===== config.mk =====
export PLATFORM = sky130hd
export DESIGN_NAME = fault_retry_seq
export DESIGN_NICKNAME = d
export VERILOG_FILES = /design/src/rtl/fr_pkg.sv /design/src/rtl/fr_ovp_filter.sv /design/src/rtl/fr_channel.sv /design/src/rtl/fault_retry_seq.sv
export SDC_FILE = /design/constraint.sdc
export NUM_CORES = 1
export LEC_CHECK = 0
export ABC_CLOCK_PERIOD_IN_PS = 4000
export BUFFER_PORTS_ARGS = -buffer_cell sky130_fd_sc_hd__buf_2
export CAP_MARGIN = 10
export CORE_AREA = 2 2 196 102
export DETAILED_ROUTE_END_ITERATION = 10
export DIE_AREA = 0 0 198 104
export PLACE_DENSITY_LB_ADDON = 0.05
export SLEW_MARGIN = 20
export SYNTH_ARGS = -nofsm -noshare
export SYNTH_HDL_FRONTEND = slang
export SYNTH_SLANG_ARGS = --single-unit
export TNS_END_PERCENT = 10

===== constraint.sdc =====
create_clock -name clk -period 4 [get_ports clk]
set_input_delay 0 -clock clk [delete_from_list [all_inputs] [get_ports clk]]
set_output_delay 0 -clock clk [all_outputs]
set_load 0.005 [all_outputs]

===== src/rtl/fr_pkg.sv =====
package fr_pkg;

    localparam int NCLS = 6;

    localparam int CLS_VIN_LOW  = 0;
    localparam int CLS_VIN_HIGH = 1;
    localparam int CLS_VOUT_OV  = 2;
    localparam int CLS_IOUT_OC  = 3;
    localparam int CLS_SHORT    = 4;
    localparam int CLS_HOT      = 5;

    typedef enum logic [1:0] {
        CH_IDLE    = 2'd0,
        CH_FIRST   = 2'd1,
        CH_STEP    = 2'd2,
        CH_LATCHED = 2'd3
    } ch_state_t;

endpackage


===== src/rtl/fr_ovp_filter.sv =====
module fr_ovp_filter #(
    parameter int CW = 8
) (
    input  logic          clk,
    input  logic          rst_n,
    input  logic          raw,
    input  logic          hold_clr,
    input  logic [CW-1:0] need,
    output logic          trip
);
    localparam logic [CW-1:0] CMAX = '1;
    localparam logic [CW-1:0] ONE  = CW'(1);

    logic [CW-1:0] cnt;
    logic [CW-1:0] need_eff;

    assign need_eff = (need == '0) ? ONE : need;

    always_ff @(posedge clk or negedge rst_n) begin
        if (!rst_n) begin
            cnt <= '0;
        end else if (hold_clr) begin
            cnt <= '0;
        end else if (raw && cnt != CMAX) begin
            cnt <= cnt + ONE;
        end else if (!raw && cnt != '0) begin
            cnt <= cnt - ONE;
        end
    end

    assign trip = (cnt >= need_eff);


    filt_up_chk: assert property (@(posedge clk) disable iff (!rst_n)
        (!hold_clr && raw && cnt != CMAX) |=> (cnt == $past(cnt) + ONE));


    filt_clr_chk: assert property (@(posedge clk) disable iff (!rst_n)
        hold_clr |=> (cnt == '0));

endmodule


===== src/rtl/fr_channel.sv =====
module fr_channel
    import fr_pkg::*;
#(
    parameter int TW         = 16,
    parameter bit RECHECK    = 1'b0,
    parameter bit LATCHABLE  = 1'b0,
    parameter bit TOGGLE_CLR = 1'b0,
    parameter int STEP       = 50
) (
    input  logic          clk,
    input  logic          rst_n,
    input  logic          tick,
    input  logic          trip,
    input  logic          still,
    input  logic          latch_en,
    input  logic          toggle_clr,
    input  logic [TW-1:0] first_dly,
    output logic          busy,
    output logic          declare
);
    localparam int            STEP_EFF = (STEP < 1) ? 1 : STEP;
    localparam logic [TW-1:0] STEP_V   = TW'(STEP_EFF);
    localparam logic [TW-1:0] ONE      = TW'(1);

    ch_state_t     state, nxt;
    logic [TW-1:0] cnt, cnt_nxt;
    logic [TW-1:0] first_eff;

    assign first_eff = (first_dly == '0) ? ONE : first_dly;

    always_comb begin
        nxt     = state;
        cnt_nxt = cnt;
        unique case (state)
            CH_IDLE: begin
                if (trip) begin
                    if (LATCHABLE && latch_en) begin
                        nxt = CH_LATCHED;
                    end else begin
                        nxt     = CH_FIRST;
                        cnt_nxt = first_eff;
                    end
                end
            end
            CH_FIRST, CH_STEP: begin
                if (tick) begin
                    if (cnt <= ONE) begin
                        if (RECHECK && still) begin
                            nxt     = CH_STEP;
                            cnt_nxt = STEP_V;
                        end else begin
                            nxt     = CH_IDLE;
                            cnt_nxt = '0;
                        end
                    end else begin
                        cnt_nxt = cnt - ONE;
                    end
                end
            end
            CH_LATCHED: begin
                if (TOGGLE_CLR && toggle_clr) begin
                    nxt = CH_IDLE;
                end
            end
            default: begin
                nxt     = CH_IDLE;
                cnt_nxt = '0;
            end
        endcase
    end

    always_ff @(posedge clk or negedge rst_n) begin
        if (!rst_n) begin
            state <= CH_IDLE;
            cnt   <= '0;
        end else begin
            state <= nxt;
            cnt   <= cnt_nxt;
        end
    end

    always_comb begin
        busy    = (state != CH_IDLE);
        declare = (state == CH_IDLE) && trip;
    end


    timer_hold_chk: assert property (@(posedge clk) disable iff (!rst_n)
        ((state == CH_FIRST || state == CH_STEP) && !tick) |=> ($stable(cnt) && $stable(state)));


    latch_keep_chk: assert property (@(posedge clk) disable iff (!rst_n)
        (state == CH_LATCHED && !(TOGGLE_CLR && toggle_clr)) |=> (state == CH_LATCHED));


    idle_stay_chk: assert property (@(posedge clk) disable iff (!rst_n)
        (state == CH_IDLE && !trip) |=> (state == CH_IDLE));

endmodule


===== src/rtl/fault_retry_seq.sv =====
module fault_retry_seq
    import fr_pkg::*;
#(
    parameter int TW            = 16,
    parameter int CW            = 8,
    parameter int UV_FIRST_MS   = 50,
    parameter int STEP_MS       = 50,
    parameter int OVIN_FIRST_MS = 250,
    parameter int OT_FIRST_MS   = 500,
    parameter int OVP_RETRY_MS  = 2000,
    parameter int SC_RETRY_MS   = 500
) (
    input  logic          clk,
    input  logic          rst_n,
    input  logic          tick_1ms,
    input  logic          vin_low,
    input  logic          vin_high,
    input  logic          vout_high_raw,
    input  logic          iout_high,
    input  logic          short_det,
    input  logic          hot_trip,
    input  logic          hot_above_clr,
    input  logic [3:0]    latch_sel,
    input  logic          run_en,
    input  logic [TW-1:0] ocp_retry_ms,
    input  logic [CW-1:0] ovp_count_n,
    input  logic          clear_faults,
    output logic          inhibit,
    output logic [5:0]    status
);
    localparam logic [NCLS-1:0] RECHECK_M = 6'b100011;
    localparam logic [NCLS-1:0] LATCH_M   = 6'b111100;
    localparam logic [NCLS-1:0] TOGGLE_M  = 6'b111000;

    logic [NCLS-1:0]         trip_v, still_v, latch_v, busy_v, decl_v;
    logic [NCLS-1:0][TW-1:0] first_dly;
    logic                    ovp_trip;
    logic                    run_q;
    logic                    run_fall;

    fr_ovp_filter #(.CW(CW)) u_ovp_filt (
        .clk      (clk),
        .rst_n    (rst_n),
        .raw      (vout_high_raw),
        .hold_clr (busy_v[CLS_VOUT_OV]),
        .need     (ovp_count_n),
        .trip     (ovp_trip)
    );

    always_ff @(posedge clk or negedge rst_n) begin
        if (!rst_n) run_q <= 1'b0;
        else        run_q <= run_en;
    end
    assign run_fall = run_q && !run_en;

    always_comb begin
        trip_v  = {hot_trip, short_det, iout_high, ovp_trip, vin_high, vin_low};
        still_v = {hot_above_clr, short_det, iout_high, ovp_trip, vin_high, vin_low};
        latch_v = {latch_sel, 2'b00};
        first_dly[CLS_VIN_LOW]  = TW'(UV_FIRST_MS);
        first_dly[CLS_VIN_HIGH] = TW'(OVIN_FIRST_MS);
        first_dly[CLS_VOUT_OV]  = TW'(OVP_RETRY_MS);
        first_dly[CLS_IOUT_OC]  = ocp_retry_ms;
        first_dly[CLS_SHORT]    = TW'(SC_RETRY_MS);
        first_dly[CLS_HOT]      = TW'(OT_FIRST_MS);
    end

    for (genvar g = 0; g < NCLS; g++) begin : g_ch
        fr_channel #(
            .TW         (TW),
            .RECHECK    (RECHECK_M[g]),
            .LATCHABLE  (LATCH_M[g]),
            .TOGGLE_CLR (TOGGLE_M[g]),
            .STEP       (STEP_MS)
        ) u_ch (
            .clk        (clk),
            .rst_n      (rst_n),
            .tick       (tick_1ms),
            .trip       (trip_v[g]),
            .still      (still_v[g]),
            .latch_en   (latch_v[g]),
            .toggle_clr (run_fall),
            .first_dly  (first_dly[g]),
            .busy       (busy_v[g]),
            .declare    (decl_v[g])
        );
    end

    always_ff @(posedge clk or negedge rst_n) begin
        if (!rst_n) status <= '0;
        else        status <= (clear_faults ? 6'b0 : status) | decl_v;
    end

    assign inhibit = |busy_v;


    status_sticky_chk: assert property (@(posedge clk) disable iff (!rst_n)
        (|($past(status) & ~status)) |-> $past(clear_faults));


    inhibit_rise_chk: assert property (@(posedge clk) disable iff (!rst_n)
        (|decl_v) |=> inhibit);

endmodule


Word-level counts from Yosys, hierarchy flattened:

Cells that the tools add are included.

* register bits after elaboration: 123
* input port bits: 40
* output and inout bits: 7
* word-level logic and storage cells: 193

* add/sub/neg operators: 8
* order comparisons: 7
* equal/unequal tests: 41
* muxes and demuxes: 69
* bitwise operators: 1
* reduce and logical (&&, ||, !) cells: 52

Operator list (number)
* $mux W16: 23
* $pmux W16 S2: 6
* $le A16 B1 Y1 const B: 6
* $sub A16 B1 Y16 const B: 6
* $mux W2: 26
* $reduce_and A4 Y1: 10
* $ne A2 B2 Y1 const B: 18
* $mux W8: 4
* $mux W6: 4
* $reduce_bool A2 Y1: 12
* $eq A2 B2 Y1 const B: 9
* $pmux W2 S3: 3
* $logic_not A16 Y1: 1
* $ne A2 B1 Y1 const B: 7
* $eq A2 B1 Y1 const B: 6
* $logic_not A2 Y1: 6
* $pmux W2 S2: 3
* $reduce_or A2 Y1: 6
* $logic_and A1 B1 Y1: 9
* $add A8 B1 Y8 const B: 1
* $ge A8 B8 Y1: 1
* $logic_not A8 Y1: 1
* $ne A8 B8 Y1 const B: 1
* $reduce_bool A8 Y1: 1
* 6 further kinds: 8

Logic depth before layout (Yosys ltp):

Gate-level depths: netlist (run 1).

* depth in word-level cells: 5
* depth in mapped cells: 10
* mapped depth without buffers: 10

Hierarchy:

Synthesis (run 1) repeated with hierarchy kept, for this count alone.

* cells, all modules: 970
* area total of the unflattened synthesis: 8605.8 µm²

By module, submodules not included
* fr_channel at g_ch[0].u_ch ...: instances 2, cells an instance 144, area each 1272.5 µm², sequential area each 450.4 µm²
* fr_channel at g_ch[3].u_ch ...: instances 2, cells an instance 142, area each 1246.2 µm², sequential area each 450.4 µm²
* fr_channel at g_ch[5].u_ch: instances 1, cells an instance 142, area each 1267.5 µm², sequential area each 450.4 µm²
* fr_channel at g_ch[2].u_ch: instances 1, cells an instance 144, area each 1221.2 µm², sequential area each 450.4 µm²
* fr_ovp_filter: instances 1, cells an instance 92, area each 828.3 µm², sequential area each 200.2 µm²
* fault_retry_seq: instances 1, cells an instance 20, area each 251.5 µm², sequential area each 175.2 µm²

Worst setup path before layout (run 1):

Ideal clock, no wire load.

* path kind: reg2reg
* start point: register u_ovp_filt.cnt[7]
* end point: register u_ovp_filt.cnt[7]
* library setup time: 0.087 ns
* arrival: 2.734 ns
* required time: 3.913 ns
* setup slack: 1.180 ns
* cell stages (with the launch flop): 10
* path buffers: 0
* clock period less this slack: 2.820 ns
* path through: dfrtp_1 nand4_1 o21ai_0 ha_1 a21oi_1 o211ai_1 o41ai_1 xnor2_1 or3b_2 o211ai_1

* longest elaborated chain between the ends: 4
* elaborated cells on any way between the ends: 10
* classes of those cells: add/sub: 2; eq/ne: 1; mux: 3; reduce/logical: 4

RTL lines
* start: declaration: RTL line fr_ovp_filter.sv:14 `logic [CW-1:0] cnt;`
* start signal: assignment: RTL line fr_ovp_filter.sv:25 `cnt <= cnt + ONE;`
* start signal: assignment: RTL line fr_ovp_filter.sv:27 `cnt <= cnt - ONE;`
* $sub A8 B1 Y8 / $ne A8 B8 Y1 (equally long branches): RTL line fr_ovp_filter.sv:27, fr_ovp_filter.sv:24
* $mux W8 / $logic_and A1 B1 Y1 (equally long branches): RTL line fr_ovp_filter.sv:26, fr_ovp_filter.sv:24
* $mux W8: RTL line fr_ovp_filter.sv:24 `end else if (raw && cnt != CMAX) begin`
* $mux W8: RTL line fr_ovp_filter.sv:22 `end else if (hold_clr) begin`

Several ways; a longest one is shown, not always the timed one. The select of a mux whose other input is x is not followed.
A chain may end at the register's enable or synchronous reset.

Final worst setup path (run 1):

* start point: register g_ch[1].u_ch.cnt[10]
* end point: register g_ch[1].u_ch.state[0]

* longest elaborated chain between the ends: 3

RTL lines
* start: declaration: RTL line fr_channel.sv:26 `logic [TW-1:0] cnt, cnt_nxt;`
* start signal: assignment: RTL line fr_channel.sv:78 `cnt <= cnt_nxt;`
* $le A16 B1 Y1: RTL line fr_channel.sv:47 `if (cnt <= ONE) begin`
* $ne A2 B1 Y1 (no line)
* $reduce_and A4 Y1 (no line)
* end signal: assignment: RTL line fr_channel.sv:77 `state <= nxt;`
* end: declaration: RTL line fr_channel.sv:25 `ch_state_t state, nxt;`

Every way passes these cells.

==> qor.yml, run 1 <==
ys_warn_count: 0
multiInputGateArea_mm2: 0.00398
drc_errors: 0
clkSinkCount: 123
slew_headroom_pct: 34.7
cts_setup_buffers: 0
cts-root-buf: "clkbuf_16"
setup_violations: 0
synth_commonest_cells: "dfrtp_1, o21ai_0, nand2_1, nor2_1, inv_1"
cts_resized: 0
rows: 36
synthArstFlopShare_pct: 100
worstPathMaxFanout: 11
cts_max_path_buffers: 2
power_leakage_nw: 3.93
yosys.cell_count.top_type: "dfrtp_1"
ys_types: 69
hold_class: "input port to flop"
yosysTopAreaCell: "dfrtp_1"
cp-end-kind: "flop"
floorplan.initialDensity_pct: 39.1
hold_buffers: 32
path_clk_slew_ns: 0.06
synthTopCellsByArea: "dfrtp_1, o21ai_0, ha_1"
wl_met2_um: 8100
rsz0062_at_grt: "false"
io_pins: 47
synth.top_cell.area_share_pct: 41.5
num_vias: 6639
diodes: 0
fmax_mhz: 356
grtUsageTotal_pct: 19.7
arrival_ns: 3.08
postSynthAreaPerCell_um2: 8.64
first_pass_iters: 5
drtAntennaViolNets: 0
seq_area_mm2: 0.00308
nFillCells: 1799
grt_start_max_net_pins: 53
synth_ff_type: "dfrtp_1"
cts_tree: "built"
fin_crit_sh_pct: 70.1
vdd_drop_max_mv: 0.299
finalSetupTns_ns: 0
grt_overflow: 0
dieArea_mm2: 0.0206
yosysSeqAreaShare_pct: 41.5
met3_length_um: 772
placed_area_mm2: 0.00795
syn_to_final_growth_pct: 19.9
die_w_um: 198
finalWeightedCongestion: 0.823
syn-num-nets: 934
syn_inst: 858
die_h_um: 104
syn_area_mm2: 0.00741
antenna_found_initial: 0
ys_ff_latch: 123
cts_buffers: 17
p_per_area_mw_per_mm2: 591
via_per_inst: 5.46
fin_crit_ns: 2.81
htreeDepth: 4
met1_length_um: 9930
dp_hpwl_um: 13600
final_layout_size_suffix_gt1_share_pct: 11.6
layout.nets: 1014
design.core.area_mm2: 0.0190
routed.top_layer: "met4"
synth_edf_count: 0
start_kind: "flop"
io_buffers: 46
maxCapViolations: 0
drtIter0Drc: 497
wire_per_inst_um: 15.6
grt_pass1_wl_um: 32700
critPathKind: "flop to flop"
wirelength_um: 19000
drv_slew: 0
final_cell_area_mm2: 0.00888
grt_pass1_vias: 6495
skew_ns: 0.00980
hold_viol_final: 0
status: "completed"
worstPathRequired_ns: 4.27
clk_latency_ns: 0.42
worstMarginPinSlew_ns: 0.970
[cells in the final DEF (no fill, tap or decap), types with 9 or more instances in the layout]
cell type / count
dlygate4sd3_1: 32
inv_1: 60
o22a_1: 13
a31oi_1: 10
nand2_1: 85
nand2b_1: 14
o21ai_0: 91
buf_4: 15
nand4_1: 10
clkbuf_16: 17
or3_1: 13
nor3_1: 37
a21oi_1: 46
xnor2_1: 14
a22o_1: 11
xor2_1: 14
o41ai_1: 9
buf_2: 45
ha_1: 35
nand3_1: 20
nor4_1: 20
nor2_1: 85
o31ai_1: 12
dfrtp_1: 123
[routing by layer]
metal  global-route usage, %  up-vias
met1                    29.5     3217
met4                    5.75        0
met3                    3.70       16
li1                        -     3258
met2                    28.8      148
met5                       0        -
[path summary, 6_finish.rpt]
check,endpoint,slack [ns],start,cells past startpoint
min reg2reg,g_ch[3].u_ch.cnt[14]$_DFFE_PN0P_,0.49,g_ch[3].u_ch.cnt[14]$_DFFE_PN0P_,2
min,g_ch[5].u_ch.state[1]$_DFFE_PN0P_,0.03,hot_above_clr,5
max in group asynchronous,g_ch[4].u_ch.cnt[2]$_DFFE_PN0P_,2.83,rst_n,3
max reg2reg,g_ch[1].u_ch.state[0]$_DFFE_PN0P_,1.19,g_ch[1].u_ch.cnt[10]$_DFFE_PN0P_,5
min in group asynchronous,u_ovp_filt.cnt[4]$_DFFE_PN0P_,0.15,rst_n,2
max,g_ch[1].u_ch.state[0]$_DFFE_PN0P_,1.19,g_ch[1].u_ch.cnt[10]$_DFFE_PN0P_,5
[area by class of cell]
cell class | instances | share of cell area (%)
clock inverters | 11 | 1.61
multi-input cells | 644 | 44.8
repair buffers | 92 | 7.41
clock buffers | 21 | 5.30
well taps | 266 | 3.75
inverters | 60 | 2.53
flip-flops and latches | 123 | 34.6
[sequential cells by signal, summed over array words and instances, names as in the netlist]
name and count:
run_q 1, status 6, g_ch.u_ch.state 12, u_ovp_filt.cnt 8
g_ch.u_ch.cnt 96
[per-stage QoR]
step | power (mW) | util (%) | hold slack, ns | std cells | worst slack, ns
3_5_place_dp | 3.62 | 41.9 | 0.0844 | 1153 | 1.19
6_report | 5.25 | 46.9 | 0.0287 | 1217 | 1.19
3_3_place_gp | 3.55 | 41.9 | 0.0838 | 1153 | 1.27
2_1_floorplan | 3.04 | - | -0.296 | 858 | 1.18
4_1_cts | 5.29 | 46.9 | 0.0282 | 1217 | 1.19
5_1_grt | 5.66 | 46.9 | 0.0369 | 1217 | 0.886
[kinds of logic after synthesis]
family                   after synthesis  share of synthesized area, %
AO/OA/AOI/OAI                        241                          20.7
XOR/XNOR                              28                          3.31
adder cells (fa/ha/maj)               36                          6.18
buffers and inverters                 91                          4.81
flip-flops                           123                          41.5
multiplexers                           6                         0.861
AND/OR/NAND/NOR                      333                          22.6
[power by group]
group          switching, mW  internal, mW  leakage (nW)  total (mW)
combinational           1.25         0.738          2.09        1.98
clock                  0.573          1.03         0.299        1.60
sequential             0.192          1.47          1.54        1.67
total                   2.01          3.24          3.93        5.25
[critical path: stages (launching register included)]
cell and delay [ns]:
dfrtp_1 0.41, or4_4 0.55, or3_4 0.36, or4_1 0.69
a21oi_2 0.50, o22ai_2 0.16
(Power assumes the default switching activity.)
==> run 2, diff against run 1 <==
--- a/config.mk
+++ b/config.mk
@@ -5,12 +5,13 @@
 export SDC_FILE = /design/constraint.sdc
 export NUM_CORES = 1
 export LEC_CHECK = 0
-export ABC_CLOCK_PERIOD_IN_PS = 4000
+export ABC_AREA = 1
+export ABC_CLOCK_PERIOD_IN_PS = 2500
 export BUFFER_PORTS_ARGS = -buffer_cell sky130_fd_sc_hd__buf_2
 export CAP_MARGIN = 10
-export CORE_AREA = 2 2 196 102
+export CORE_AREA = 2 2 208 108
 export DETAILED_ROUTE_END_ITERATION = 10
-export DIE_AREA = 0 0 198 104
+export DIE_AREA = 0 0 210 110
 export PLACE_DENSITY_LB_ADDON = 0.05
 export SLEW_MARGIN = 20
 export SYNTH_ARGS = -nofsm -noshare
==> constraint.sdc (replaced) <==
create_clock -name clk -period 2.5 [get_ports clk]
set_input_delay 0 -clock clk [delete_from_list [all_inputs] [get_ports clk]]
set_output_delay 0 -clock clk [all_outputs]
set_load 0.005 [all_outputs]
==> qor.yml, run 2 <==
p_per_area_mw_per_mm2: 1110  # +87%
finalSetupTns_ns: 0  # unchanged
fin_crit_sh_pct: 91.2  # +21 points
cp-end-kind: "flop"
die_h_um: 110  # +5.8%
setup_violations: 0  # unchanged
wirelength_um: 22700  # +19%
syn_inst: 1198  # +40%
final_layout_size_suffix_gt1_share_pct: 12.1  # +0.52 points
postSynthAreaPerCell_um2: 7.00  # -19%
design.core.area_mm2: 0.0213  # +12%
synth_commonest_cells: "nand2_1, nor2_1, inv_1"
path_clk_slew_ns: 0.06  # about the same
yosys.cell_count.top_type: "nand2_1"
final_util_pct: 46.5  # -0.33 points
layout.nets: 1370  # +35%
final_cell_mix: "nand2_1, nor2_1, inv_1, dfrtp_1, nand3_1"
vdd_drop_max_mv: 0.579  # +93%
first_pass_iters: 5  # unchanged
finalPower_mw: 10.9  # +110%
hold_viol_final: 0  # unchanged
nFillCells: 2127  # +18%
drc_errors: 0  # unchanged
synth_ff_type: "dfrtp_1"
die_w_um: 210  # +6.1%
worstPathRequired_ns: 2.78  # -1.49 ns
htreeDepth: 4  # unchanged
worstMarginPinSlew_ns: 0.604  # -0.367 ns
critPathKind: "flop to flop"
p_sw_mw: 5.07  # +150%
power_frac_seq_pct: 29.0  # -2.7 points
rows: 38  # +5.6%
finalWeightedCongestion: 0.865  # +5.1%
num_vias: 7710  # +16%
drtIter0Drc: 658  # +32%
worstPathCellList: "nand2_1 > nor2_1 > nand2_1 > nand2_2 > inv_1 > fa_1 > inv_1 > nand4_1 > o211ai_1 > nand2_1 > nand2_1 > o21ai_0"
drv_slew: 0  # unchanged
skew_ns: 0.00630  # -0.00350 ns
hold_class: "input port to flop"
clkSinkCount: 123  # unchanged
largest_reg_flops: 96  # unchanged
fin_crit_ns: 2.28  # -0.526 ns
synth.top_cell.area_share_pct: 36.7  # -4.8 points
antenna_found_initial: 0  # unchanged
cts_setup_buffers: 0  # unchanged
final_common_cell: "nand2_1"
maxCapViolations: 0  # unchanged
p_clk_share_pct: 22.6  # -7.9 points
syn_area_mm2: 0.00839  # +13%
internal_power_mw: 5.87  # +81%
io_buffers: 46  # unchanged
grt_pass1_wl_um: 37200  # +14%
diodes: 0  # unchanged
power_leakage_nw: 4.95  # +26%
io_pins: 47  # unchanged
arrival_ns: 2.56  # -0.52 ns
yosysTopAreaCell: "dfrtp_1"
cts_buffers: 17  # unchanged
max_stage_delay_ns: 0.46  # -0.23 ns
ys_types: 43  # -38%
grt_start_max_net_pins: 53  # unchanged
cts-root-buf: "clkbuf_16"
floorplan.initialDensity_pct: 39.5  # +0.38 points
grt_overflow: 0  # unchanged
synth_edf_count: 0  # unchanged
syn-num-nets: 1274  # +36%
dieArea_mm2: 0.0231  # +12%
ys_warn_count: 0  # unchanged
reg.largest.list: "g_ch.u_ch.cnt x96, g_ch.u_ch.state x12, u_ovp_filt.cnt x8"
status: "completed"
switching_share_pct: 46.4  # +8.1 points
ys_ff_latch: 123  # unchanged
registers.top_by_ff_count: "g_ch.u_ch.cnt"
wire_per_inst_um: 14.3  # -8.6%
yosysSeqAreaShare_pct: 36.7  # -4.8 points
clk_latency_ns: 0.43  # about the same
cts_tree: "built"
slew_headroom_pct: 59.5  # +25 points
via_per_inst: 4.86  # -11%
cts_max_path_buffers: 2  # unchanged
grt_pass1_vias: 6796  # +4.6%
dp_hpwl_um: 17000  # +25%
rsz0062_at_grt: "false"
synthArstFlopShare_pct: 100  # unchanged
fmax_mhz: 439  # +23%
synthTopCellsByArea: "dfrtp_1, nand2_1, nor2_1"
comb_power_share_pct: 48.3  # +11 points
worstPathMaxFanout: 9  # -2
grtUsageTotal_pct: 20.7  # +0.99 points
syn_to_final_growth_pct: 17.9
drtAntennaViolNets: 0  # unchanged
cpMostUsedCell: "nand2_1"
critPathSlowestCell: "fa_1"
start_kind: "flop"
[run 2: worst max-delay path, delay by kind of cell, from the launching register on]
family | cells | cell delay, ns
AND/OR/NAND/NOR | 7 | 0.78
adder cells (fa/ha/maj) | 1 | 0.46
flip-flops | 1 | 0.43
AO/OA/AOI/OAI | 2 | 0.23
buffers and inverters | 2 | 0.21
[run 2: final timing paths]
path | from | endpoint | slack (ns) | cells after the start
worst max-delay path | u_ovp_filt.cnt[7]$_DFFE_PN0P_ | u_ovp_filt.cnt[6]$_DFFE_PN0P_ | 0.22 | 12
worst max register to register | u_ovp_filt.cnt[7]$_DFFE_PN0P_ | u_ovp_filt.cnt[6]$_DFFE_PN0P_ | 0.22 | 12
worst min-delay path | hot_above_clr | g_ch[5].u_ch.cnt[1]$_DFFE_PN0P_ | 0.04 | 5
worst min register to register | g_ch[2].u_ch.state[0]$_DFFE_PN0P_ | g_ch[2].u_ch.state[0]$_DFFE_PN0P_ | 0.47 | 2
min in group asynchronous | rst_n | g_ch[2].u_ch.cnt[14]$_DFFE_PN0P_ | 0.10 | 2
max in group asynchronous | rst_n | g_ch[2].u_ch.cnt[3]$_DFFE_PN0P_ | 1.68 | 3
[run 2: cell type report]
class / instances / area, um^2 / share of cell area [%]
tap: 280 / 350 / 3.54
inverter: 154 / 578 / 5.85
sequential: 123 / 3080 / 31.1
multi-input combinational: 906 / 4630 / 46.8
clock inverter: 15 / 150 / 1.52
timing repair buffer: 92 / 677 / 6.85
clock buffer: 17 / 425 / 4.30
[run 2: metal layers]
layer | vias to the layer above | global-route usage, % | routed length, um
met4 | 0 | 5.37 | 199
met1 | 3470 | 35.7 | 13600
met3 | 17 | 3.85 | 1330
met5 | - | 0 | 0
met2 | 201 | 24.3 | 7520
li1 | 4022 | - | -
[run 2: cell families after synthesis]
logic type,Yosys count,synth area share [%]
xor+xnor,47,4.91
simple gates,680,34.7
flops,123,36.7
fa+ha+maj,36,5.46
buf+inv,169,8.14
compound gates,143,10.1
[run 2: power by group through the flow]
| stage | combinational (mW) | clock [mW] | sequential, mW |
|---|---|---|---|
| floorplan | 3.94 | 0 | 3.03 |
| CTS | 5.27 | 2.53 | 3.16 |
| global placement | 5.18 | 0 | 3.21 |
| global route | 6.04 | 2.62 | 3.25 |
| finish | 5.29 | 2.47 | 3.18 |
| detailed placement | 5.16 | 0 | 3.18 |
[run 2: what timing repair did]
action / in CTS / in global routing
hold buffers: 33 / 0
resized for setup: 0 / 1
endpoints found under the hold margin: 92 / 0
endpoints found under the setup margin: 0 / 1
[run 2: through the flow]
step / hold WS (ns) / setup WS [ns] / cells / instance area [um^2]
after floorplan: -0.296 / 0.561 / 1198 / 8390
after global placement: -0.00876 / 0.166 / 1522 / 8980
after detailed placement: -0.00288 / 0.178 / 1522 / 8980
after CTS: 0.0131 / 0.159 / 1587 / 9890
after global routing: 0.0713 / 0.0686 / 1587 / 9890
final: 0.0390 / 0.220 / 1587 / 9890
==> run 3, diff against run 2 <==
--- a/config.mk
+++ b/config.mk
@@ -9,9 +9,10 @@
 export ABC_CLOCK_PERIOD_IN_PS = 2500
 export BUFFER_PORTS_ARGS = -buffer_cell sky130_fd_sc_hd__buf_2
 export CAP_MARGIN = 10
-export CORE_AREA = 2 2 208 108
+export CORE_AREA = 2 2 178 93
 export DETAILED_ROUTE_END_ITERATION = 10
-export DIE_AREA = 0 0 210 110
+export DIE_AREA = 0 0 180 95
+export MAX_ROUTING_LAYER = met4
 export PLACE_DENSITY_LB_ADDON = 0.05
 export SLEW_MARGIN = 20
 export SYNTH_ARGS = -nofsm -noshare
==> qor.yml, run 3 (synthesized netlist as in run 2, its figures left out) <==
status: "completed"
internal_power_mw: 5.83  # -0.58%
final_util_pct: 62.1  # +16 points
start_kind: "flop"
r2r-start: "u_ovp_filt.cnt[7]$_DFFE_PN0P_"
via_per_inst: 5.19  # +6.8%
registers.top_by_ff_count: "g_ch.u_ch.cnt"
path_clk_slew_ns: 0.06  # about the same
worstHoldStart: "ocp_retry_ms[0]"
design.core.area_mm2: 0.0157  # -26%
rrSetupSlack_ns: 0.27  # +0.05 ns
wire_per_inst_um: 14.2  # -0.86%
slew_headroom_pct: 62.9  # +3.4 points
critPathSlowestCell: "fa_1"
grt_start_max_net_pins: 54  # +1.9%
die_h_um: 95  # -14%
dieArea_mm2: 0.0171  # -26%
syn_to_final_growth_pct: 16.6
final_cell_mix: "nand2_1, nor2_1, inv_1, dfrtp_1, nand3_1"
final_layout_size_suffix_gt1_share_pct: 11.7  # -0.41 points
cts_buffers: 17  # unchanged
max_stage_delay_ns: 0.47  # about the same
hold_end: "g_ch[3].u_ch.cnt[0]$_DFFE_PN0P_"
cts_tree: "built"
rsz0062_at_grt: "false"
largest_reg_flops: 96  # unchanged
rows: 33  # -13%
floorplan.initialDensity_pct: 53.3  # +14 points
maxCapViolations: 0  # unchanged
switching_share_pct: 46.1  # -0.27 points
fin_crit_ns: 2.23  # -0.0527 ns
p_per_area_mw_per_mm2: 1110  # about the same
cts-root-buf: "clkbuf_16"
fin_crit_sh_pct: 89.1  # -2.1 points
drtAntennaViolNets: 0  # unchanged
hold_viol_final: 0  # unchanged
p_clk_share_pct: 22.7  # about the same
cpMostUsedCell: "nand2_1"
worstMarginPinSlew_ns: 0.557  # -0.0465 ns
antenna_found_initial: 0  # unchanged
setup_violations: 0  # unchanged
grt_pass1_wl_um: 35800  # -3.8%
power_frac_seq_pct: 29.3  # +0.3 points
htreeDepth: 4  # unchanged
diodes: 0  # unchanged
power_leakage_nw: 4.95  # about the same
hold-path-cell-count: 6  # +1
worstPathMaxFanout: 6  # -3
grtUsageTotal_pct: 27.1  # +6.4 points
cts_resized: 0  # unchanged
reg.largest.list: "g_ch.u_ch.cnt x96, g_ch.u_ch.state x12, u_ovp_filt.cnt x8"
comb_power_share_pct: 47.9  # -0.4 points
finalWeightedCongestion: 0.908  # +5.0%
io_pins: 47  # unchanged
drtIter0Drc: 707  # +7.4%
cts_max_path_buffers: 2  # unchanged
hold_class: "input port to flop"
critPathKind: "flop to flop"
layout.nets: 1366  # -0.29%
skew_ns: 0.0107  # +0.00436 ns
arrival_ns: 2.51  # -0.05 ns
drv_slew: 0  # unchanged
worstPathRequired_ns: 2.78  # about the same
worstPathCellList: "nand2_1 > nor2_1 > nand2_1 > nand2_1 > inv_1 > fa_1 > inv_1 > nand4_1 > o211ai_1 > nand2_1 > nand2_1 > o21ai_0"
regToRegEndpoint: "u_ovp_filt.cnt[6]$_DFFE_PN0P_"
finalSetupTns_ns: 0  # unchanged
die_w_um: 180  # -14%
grt_overflow: 0  # unchanged
fmax_mhz: 449  # +2.4%
final_common_cell: "nand2_1"
drc_errors: 0  # unchanged
grt_pass1_vias: 6961  # +2.4%
vdd_drop_max_mv: 0.603  # +4.1%
clk_latency_ns: 0.42  # about the same
io_buffers: 46  # unchanged
first_pass_iters: 5  # unchanged
nFillCells: 1436  # -32%
r2r_cells: 12  # unchanged
clkSinkCount: 123  # unchanged
dp_hpwl_um: 15900  # -6.2%
num_vias: 7846  # +1.8%
wirelength_um: 21400  # -5.5%
p_sw_mw: 4.99  # -1.7%
cp-end-kind: "flop"
==> run 3: critical path, delay by kind of cell, from the launching register on <==
kind	cells	cell delay, ns
buffers and inverters	2	0.21
flip-flops	1	0.43
AND/OR/NAND/NOR	7	0.74
AO/OA/AOI/OAI	2	0.24
adder cells (fa/ha/maj)	1	0.47
==> run 3: layer usage <==
layer | up-vias | global-route usage, % | share of wire [%]
li1 | 4011 | - | -
met1 | 3560 | 44.6 | 56
met2 | 255 | 32.4 | 35
met3 | 20 | 5.67 | 7.5
met4 | 0 | 5.28 | 0.88
met5 | - | - | 0
==> run 3: worst max-delay path by stage <==
stage	start	end	slack, ns	cells after the start
final	u_ovp_filt.cnt[7]$_DFFE_PN0P_	u_ovp_filt.cnt[6]$_DFFE_PN0P_	0.27	12
after detailed placement	u_ovp_filt.cnt[7]$_DFFE_PN0P_	u_ovp_filt.cnt[6]$_DFFE_PN0P_	0.32	12
after global placement	u_ovp_filt.cnt[0]$_DFFE_PN0P_	u_ovp_filt.cnt[7]$_DFFE_PN0P_	0.31	12
after CTS	u_ovp_filt.cnt[7]$_DFFE_PN0P_	u_ovp_filt.cnt[7]$_DFFE_PN0P_	0.30	12
after floorplan	u_ovp_filt.cnt[7]$_DFFE_PN0P_	u_ovp_filt.cnt[6]$_DFFE_PN0P_	0.56	12
after global routing	u_ovp_filt.cnt[7]$_DFFE_PN0P_	u_ovp_filt.cnt[7]$_DFFE_PN0P_	0.04	12
==> run 3: what timing repair did <==
action / 4_1_cts / 5_1_grt
buffers inserted: 0 / 0
hold buffers: 33 / 0
hold endpoints to repair: 109 / 0
==> run 3: final cells by class <==
| cell class | instances | area, um^2 | area share (%) |
|---|---|---|---|
| clock buffers | 18 | 439 | 4.49 |
| inverters | 154 | 578 | 5.91 |
| flip-flops and latches | 123 | 3080 | 31.5 |
| multi-input cells | 906 | 4630 | 47.3 |
| repair buffers | 88 | 647 | 6.62 |
| well taps | 210 | 263 | 2.69 |
| clock inverters | 13 | 145 | 1.48 |
==> run 3: power by group through the flow <==
stage / Sequential (mW) / Clock (mW) / Combinational [mW]
2_1_floorplan: 3.03 / 0 / 3.94
3_3_place_gp: 3.18 / 0 / 4.94
3_5_place_dp: 3.17 / 0 / 5.00
4_1_cts: 3.15 / 2.51 / 5.12
5_1_grt: 3.25 / 2.60 / 5.92
6_report: 3.17 / 2.46 / 5.19
==> run 3: per-stage QoR <==
stage                     area, um^2  cells  total power [mW]  worst slack [ns]  hold WS [ns]
after floorplan                 8390   1198              6.97             0.561        -0.296
after global placement          8860   1448              8.12             0.313     -0.000533
after detailed placement        8860   1448              8.17             0.315       0.00238
after CTS                       9780   1512              10.8             0.301       0.00918
after global routing            9780   1512              11.8            0.0373        0.0450
final                           9780   1512              10.8             0.273        0.0235
